### src/rtl/addr_fault_pkg.sv
package addr_fault_pkg;

    typedef enum logic [1:0] {
        KIND_DREAD  = 2'd0,
        KIND_DWRITE = 2'd1,
        KIND_PREAD  = 2'd2,
        KIND_FETCH  = 2'd3
    } acc_kind_e;

    typedef enum logic [2:0] {
        CAUSE_NONE       = 3'd0,
        CAUSE_MISALIGN   = 3'd1,
        CAUSE_DATA_UNIMP = 3'd2,
        CAUSE_PROG_UNIMP = 3'd3,
        CAUSE_VEC_FETCH  = 3'd4
    } fault_cause_e;

    localparam int unsigned NUM_FAULTS = 4;

    // Bit index equals priority rank: bit 0 wins.
    typedef struct packed {
        logic vec_fetch;
        logic prog_unimp;
        logic data_unimp;
        logic misalign;
    } fault_flags_t;

    function automatic logic is_data_kind(acc_kind_e k);
        return (k == KIND_DREAD) || (k == KIND_DWRITE);
    endfunction

    function automatic logic in_window(longint unsigned a,
                                       longint unsigned lo,
                                       longint unsigned hi);
        return (a >= lo) && (a <= hi);
    endfunction

endpackage

### src/rtl/afd_data_check.sv
module afd_data_check
    import addr_fault_pkg::*;
#(
    parameter int unsigned     DW       = 16,
    parameter logic [DW-1:0]   DATA_TOP = 16'h1FFF,
    parameter logic [DW-1:0]   X_LO     = 16'h0800,
    parameter logic [DW-1:0]   X_HI     = 16'h17FF,
    parameter logic [DW-1:0]   Y_LO     = 16'h1800,
    parameter logic [DW-1:0]   Y_HI     = 16'h1FFF
) (
    input  acc_kind_e       kind,
    input  logic            word,
    input  logic [DW-1:0]   addr,
    input  logic            mac_mode,
    input  logic            mac_sel_y,
    output logic            misalign,
    output logic            unimp
);
    logic data_ref;
    logic above_top;
    logic in_x;
    logic in_y;
    logic cross_bank;

    always_comb begin
        data_ref   = is_data_kind(kind);
        above_top  = addr > DATA_TOP;
        in_x       = in_window(longint'(addr), longint'(X_LO), longint'(X_HI));
        in_y       = in_window(longint'(addr), longint'(Y_LO), longint'(Y_HI));
        cross_bank = mac_mode && (mac_sel_y ? in_x : in_y);
        misalign   = data_ref && word && addr[0];
        unimp      = data_ref && (above_top || cross_bank);
    end
endmodule

### src/rtl/afd_prog_check.sv
module afd_prog_check
    import addr_fault_pkg::*;
#(
    parameter int unsigned   PW       = 24,
    parameter logic [PW-1:0] PROG_TOP = 24'h015FFF,
    parameter logic [PW-1:0] VEC_LO   = 24'h000004,
    parameter logic [PW-1:0] VEC_HI   = 24'h00007F
) (
    input  acc_kind_e       kind,
    input  logic [PW-1:0]   addr,
    output logic            unimp,
    output logic            vec_hit
);
    logic prog_ref;

    always_comb begin
        prog_ref = (kind == KIND_PREAD) || (kind == KIND_FETCH);
        unimp    = prog_ref && (addr > PROG_TOP);
        vec_hit  = (kind == KIND_FETCH) &&
                   in_window(longint'(addr), longint'(VEC_LO), longint'(VEC_HI));
    end
endmodule

### src/rtl/afd_cause_sel.sv
module afd_cause_sel
    import addr_fault_pkg::*;
(
    input  fault_flags_t  flags,
    output fault_cause_e  cause,
    output logic          any
);
    logic [NUM_FAULTS-1:0] vec;

    always_comb begin
        vec   = flags;
        cause = CAUSE_NONE;
        for (int i = NUM_FAULTS - 1; i >= 0; i--) begin
            if (vec[i]) cause = fault_cause_e'(3'(i + 1));
        end
        any = |vec;
    end
endmodule

### src/rtl/addr_fault_detect.sv
module addr_fault_detect
    import addr_fault_pkg::*;
#(
    parameter int unsigned   DW       = 16,
    parameter int unsigned   PW       = 24,
    parameter logic [DW-1:0] DATA_TOP = 16'h1FFF,
    parameter logic [DW-1:0] X_LO     = 16'h0800,
    parameter logic [DW-1:0] X_HI     = 16'h17FF,
    parameter logic [DW-1:0] Y_LO     = 16'h1800,
    parameter logic [DW-1:0] Y_HI     = 16'h1FFF,
    parameter logic [PW-1:0] PROG_TOP = 24'h015FFF,
    parameter logic [PW-1:0] VEC_LO   = 24'h000004,
    parameter logic [PW-1:0] VEC_HI   = 24'h00007F
) (
    input  logic            clk,
    input  logic            rst,
    input  logic            req_valid,
    input  logic [1:0]      acc_kind,
    input  logic            acc_word,
    input  logic [DW-1:0]   data_addr,
    input  logic            mac_mode,
    input  logic            mac_sel_y,
    input  logic [PW-1:0]   prog_addr,
    output logic            trap_req,
    output logic [2:0]      trap_cause
);
    acc_kind_e    kind;
    fault_flags_t flags;
    fault_cause_e cause_nx;
    logic         any_nx;
    fault_cause_e cause_q;
    logic         trap_q;

    assign kind = acc_kind_e'(acc_kind);

    afd_data_check #(
        .DW(DW), .DATA_TOP(DATA_TOP),
        .X_LO(X_LO), .X_HI(X_HI), .Y_LO(Y_LO), .Y_HI(Y_HI)
    ) u_data (
        .kind      (kind),
        .word      (acc_word),
        .addr      (data_addr),
        .mac_mode  (mac_mode),
        .mac_sel_y (mac_sel_y),
        .misalign  (flags.misalign),
        .unimp     (flags.data_unimp)
    );

    afd_prog_check #(
        .PW(PW), .PROG_TOP(PROG_TOP), .VEC_LO(VEC_LO), .VEC_HI(VEC_HI)
    ) u_prog (
        .kind    (kind),
        .addr    (prog_addr),
        .unimp   (flags.prog_unimp),
        .vec_hit (flags.vec_fetch)
    );

    afd_cause_sel u_sel (
        .flags (flags),
        .cause (cause_nx),
        .any   (any_nx)
    );

    always_ff @(posedge clk) begin
        if (rst) begin
            cause_q <= CAUSE_NONE;
            trap_q  <= 1'b0;
        end else begin
            cause_q <= req_valid ? cause_nx : CAUSE_NONE;
            trap_q  <= req_valid && any_nx;
        end
    end

    assign trap_req   = trap_q;
    assign trap_cause = cause_q;
endmodule

### config.mk
export PLATFORM = sky130hd
export DESIGN_NAME = addr_fault_detect
export DESIGN_NICKNAME = d
export VERILOG_FILES = /design/src/rtl/addr_fault_pkg.sv /design/src/rtl/afd_data_check.sv /design/src/rtl/afd_prog_check.sv /design/src/rtl/afd_cause_sel.sv /design/src/rtl/addr_fault_detect.sv
export SDC_FILE = /design/constraint.sdc
export NUM_CORES = 1
export LEC_CHECK = 0
export ABC_CLOCK_PERIOD_IN_PS = 3600
export CORE_AREA = 2 2 39 41
export CTS_CLUSTER_SIZE = 30
export DETAILED_ROUTE_END_ITERATION = 16
export DIE_AREA = 0 0 41 43
export DONT_BUFFER_PORTS = 1
export PLACE_DENSITY = 0.31
export SKIP_CTS_REPAIR_TIMING = 1
export SYNTH_ARGS = -nofsm -noshare
export SYNTH_HDL_FRONTEND = slang
export SYNTH_HIERARCHICAL = 1
export SYNTH_SLANG_ARGS = --single-unit
export TNS_END_PERCENT = 20
### constraint.sdc
create_clock -name clk -period 3.6 [get_ports clk]
set_clock_uncertainty 0.2 [all_clocks]
set_input_delay 0.18 -clock clk [delete_from_list [all_inputs] [get_ports clk]]
set_output_delay 0.18 -clock clk [all_outputs]
set_load 0.03 [all_outputs]
=== Yosys cells after proc, flatten, opt, wreduce, memory -nomap -nowiden ===
Cells that the tools add are included.

* Register bits: 4

* Order comparisons: 8
* Equal/unequal tests: 3
* Mux-type cells: 5
* Bitwise operators: 1
* Reduce and logical (&&, ||, !) cells: 18

{| class="wikitable"
|+ Operators by type and width
! cell !! count
|-
| <= comparator 16 x 13 -> 1 bit (second input constant) || 2
|-
| >= comparator 24 x 3 -> 1 bit (second input constant) || 1
|-
| greater-than comparator 24 x 17 -> 1 bit (second input constant) || 1
|-
| <= comparator 24 x 7 -> 1 bit (second input constant) || 1
|-
| >= comparator 16 x 12 -> 1 bit (second input constant) || 1
|-
| >= comparator 16 x 13 -> 1 bit (second input constant) || 1
|-
| greater-than comparator 16 x 13 -> 1 bit (second input constant) || 1
|-
| logical AND 1 bit || 10
|-
| OR reduction 5 bit || 1
|-
| == test 2 bit (second input constant) || 2
|-
| two-way mux 2 bit || 2
|-
| OR reduction 4 bit || 1
|-
| logical OR 1 bit || 3
|-
| two-way mux 3 bit || 1
|-
| OR reduction 3 bit || 1
|-
| == test 2 x 1 -> 1 bit (second input constant) || 1
|-
| zero test 2 bit || 1
|-
| two-way mux 1 bit || 2
|-
| OR reduction 2 bit || 1
|-
| NOT 1 bit || 1
|}

=== Logic depth before layout (Yosys ltp) ===
* Depth after elaboration: 8
* Mapped depth: 6
* Gate-level depth less buffers: 6

=== Modules after synthesis ===
The synthesis kept the hierarchy.

{| class="wikitable"
|+ By module, submodules not included
! module !! instances !! cells an instance !! area an instance (sq um)
|-
| addr_fault_detect || 1 || 8 || 115.1
|-
| afd_prog_check || 1 || 13 || 77.6
|-
| afd_cause_sel || 1 || 7 || 42.5
|-
| afd_data_check || 1 || 6 || 42.5
|}

=== Worst setup path before layout ===
Ideal clock, no wire load.

* Kind: in2reg
* Start: in prog_addr[5]
* End: reg cause_q[2] (netlist: trap_cause[2])
* Setup time: 0.115 ns
* Arrival: 1.123 ns
* Required time: 3.285 ns
* Setup slack: 2.162 ns
* Stages on the path: 5
* Path buffers: 0
* Cells stage by stage: or4_1 nor2_1 nor3_1 nor4b_2 and3b_1

{| class="wikitable"
|+ RTL lines
! item !! line !! text
|-
| from (decl) || addr_fault_detect.sv:23 || <nowiki>input logic [PW-1:0] prog_addr,</nowiki>
|-
| to (signal assigned) || addr_fault_detect.sv:69 || <nowiki>cause_q <= req_valid ? cause_nx : CAUSE_NONE;</nowiki>
|-
| to (decl) || addr_fault_detect.sv:31 || <nowiki>fault_cause_e cause_q;</nowiki>
|}

==> impl_metrics.yaml <==
run_status:
  outcome: "complete, no violations"
worst_setup_path:
  timing.setup.critical_path_class: "input pin to register"
  setup.worst_path.start_class: "input pin"
  critical_path.cell_chain: "or4_1 > nor2_1 > nor3_1 > nor2_1 > nand2_1 > and3b_1 > dlygate4sd3_1"
  timing.critical_path.buf_inv: 1
  critical-path-max-stage-delay_ns: 0.54
  critical_path.most_common_cell: "sky130_fd_sc_hd__nor2_1"
  required_ns: 3.51
  family_with_the_most_delay_on_the_worst_path: "simple AND/OR/NAND/NOR gates"
  crit_slowest_cell: "sky130_fd_sc_hd__dlygate4sd3_1"
  critical_path_arrival_ns: 1.71
  startpoint: "prog_addr[5]"
  endpoint_kind: "register"
  critical_path_fanouts_max: 2
floorplan:
  initial_utilization: 0.201
  fp.dieW_um: 41
  floorplan.die.height_um: 43
  fp.dieArea_sq_mm: 0.00176
  ios: 52
  floorplan.rows: 14
  core_region_area_sq_mm: 0.00138
synthesis:
  synth_top_area_share: 0.288
  async_reset_ff_frac: 0
  synthCells: 34
  synth.lib_cells_used.distinct: 18
  synth_most_common_cell: "sky130_fd_sc_hd__and3b_1"
  postSynthNetCount: 82
  synth_area_leaders: "sky130_fd_sc_hd__dfxtp_1 29%, sky130_fd_sc_hd__and3b_1 16%, sky130_fd_sc_hd__nor4_1 6.8%"
  syn-mean-instance-area_sq_um: 8.17
  synth_top_area_cell: "sky130_fd_sc_hd__dfxtp_1"
  postSynthRegisterBits: 4
  syn_warnings: 6
  mappedNetlistArea_sq_um: 278
  yosysSeqAreaShare: 0.288
  synth_edf_count: 0
  synth_top_cells_by_count: "5 x sky130_fd_sc_hd__and3b_1, 4 x sky130_fd_sc_hd__dfxtp_1, 4 x sky130_fd_sc_hd__nor2_1"
  leading_register_cell_type_out_of_synthesis: "sky130_fd_sc_hd__dfxtp_1"
sta:
  grt_setup_unrepaired: "false"
  fin_crit_sh: 0.499
  top_achievable_clock_speed_ghz: 0.557
  final-setup-viol-count: 0
  hold_viol: 0
  final.setup.tns_ns: 0
  layout_min_cycle_time_ns: 1.80
  worst_slew_pin_slew_ns: 0.324
  report.final.slew_viol_count: 0
  finalWorstSetupSlack_ns: 1.80
  slew_headroom: 0.783
pwr:
  maximum_ir_drop_on_the_vdd_rail_mv: 0.0611
  cellPowerDensity_mw_per_mm2: 337
  power_leakage_nw: 0.140
clocking:
  clock-root-buffer: "sky130_fd_sc_hd__clkbuf_4"
  cts-buffers-inserted: 3
  cts_num_sinks: 4
  cts_tree: "done"
  cts.path.max_buffers: 2
  htree_levels: 1
  clkSlewWorstSetupHoldPaths_ns: 0.04
route:
  detail_route.drc_violations: 0
  avgViaCountPerCell: 5.13
  dr.first_iter.drc_count: 0
  routedWlPerCell_um: 11.9
  detailroute.via_count: 287
  finalWirelength_um: 665
  detailedRoute.firstPassIterationCount: 1
  antenna_violating_nets_remaining: 0
hold_path:
  min_delay_worst_endpoint: "trap_cause[0]"
  hp-class: "input pin to register"
  worst_hold_startpoint: "acc_kind[1]"
  holdPathStages: 4
layout:
  num_antenna_cells: 0
  drive_above_1_share: 0.125
  area_growth_syn_to_layout_pct: 26.1
  nFillCells: 153
  final_design_area_no_fill_sq_um: 350
  number_of_nets_in_the_layout: 90
place:
  portBuffers: 0
  postPlaceCellArea_sq_um: 298
  dp_worst_setup_slack_ns: 2.08
  place_congestion: 0.552
  hpwl_um: 580
run:
  max_cap_viol_count: 0
global_routing:
  grt_pass1_vias: 262
  grt_usage: 0.0739
  antenna_found_initial: 0
  grt_max_degree: 5
  global_route.overflow_total: 0
  grt_first_pass_wirelength_um: 897
## sequential cells by signal, indices dropped and copies added (netlist names)
register,count
trap_req,1
trap_cause,3
## cells by family after synthesis
family / synth area share
AOI/OAI and AO/OA: 0.0991
buffers and inverters: 0.0135
and+or+nand+nor: 0.568
xor gates and xnor gates: 0.0315
DFF: 0.288
## layer usage
| metal | global-route usage | up-vias | part of all wire |
|---|---|---|---|
| met4 | 0.0600 | 0 | 0 |
| li1 | - | 142 | - |
| met2 | 0.113 | 24 | 0.55 |
| met3 | 0.0105 | 0 | 0.12 |
| met1 | 0.0854 | 121 | 0.32 |
| met5 | 0 | - | 0 |
## layout make-up
cell class | count | area, sq um | share of cell area
clock buffers | 3 | 22.5 | 0.0643
inverters | 1 | 3.75 | 0.0107
multi-input cells | 29 | 194 | 0.554
repair buffers | 3 | 30.0 | 0.0857
flip-flops and latches | 4 | 80.1 | 0.229
well taps | 16 | 20.0 | 0.0571
## where the power goes
part / internal (W) / leakage [nW] / switching [W]
registers: 0.0000463 / 0.0328 / 0.00000400
logic: 0.00000885 / 0.0931 / 0.00000554
clock network: 0.0000372 / 0.0138 / 0.0000162
total: 0.0000923 / 0.140 / 0.0000258
## how the worst max path moves through the flow
stage	to	slack [ns]	cells after the start
4_1_cts	trap_cause[2]	2.32	5
3_3_place_gp	trap_cause[2]	2.11	5
5_1_grt	trap_req	1.69	7
6_report	trap_req	1.80	7
2_1_floorplan	trap_cause[2]	2.16	5
3_5_place_dp	trap_cause[2]	2.08	5
## through the flow
step,utilization,hold slack [ns],power (W),std cells
2_1_floorplan,-,0.136,0.0000611,34
3_5_place_dp,0.215,0.152,0.0000627,50
4_1_cts,0.231,-0.0917,0.000119,53
3_3_place_gp,0.215,0.144,0.0000623,50
5_1_grt,0.253,0.177,0.000127,56
6_report,0.253,0.133,0.000118,56
## layout by cell type, fill, tap and decap left out
cell	n
sky130_fd_sc_hd__nor3_1	3
sky130_fd_sc_hd__nor4_1	3
sky130_fd_sc_hd__o21a_1	1
sky130_fd_sc_hd__nand2_1	2
sky130_fd_sc_hd__a21oi_1	1
sky130_fd_sc_hd__or4_1	1
sky130_fd_sc_hd__nor4b_2	1
sky130_fd_sc_hd__dfxtp_1	4
sky130_fd_sc_hd__dlygate4sd3_1	3
sky130_fd_sc_hd__xor2_1	1
sky130_fd_sc_hd__a21o_2	1
sky130_fd_sc_hd__inv_1	1
sky130_fd_sc_hd__nor2_1	4
sky130_fd_sc_hd__clkbuf_4	3
sky130_fd_sc_hd__nand4b_1	1
sky130_fd_sc_hd__nand3_1	2
sky130_fd_sc_hd__a31oi_1	1
sky130_fd_sc_hd__nor2b_1	1
sky130_fd_sc_hd__and3b_1	5
sky130_fd_sc_hd__nor4bb_1	1
No activity file was read; power rests on OpenSTA's default activity.
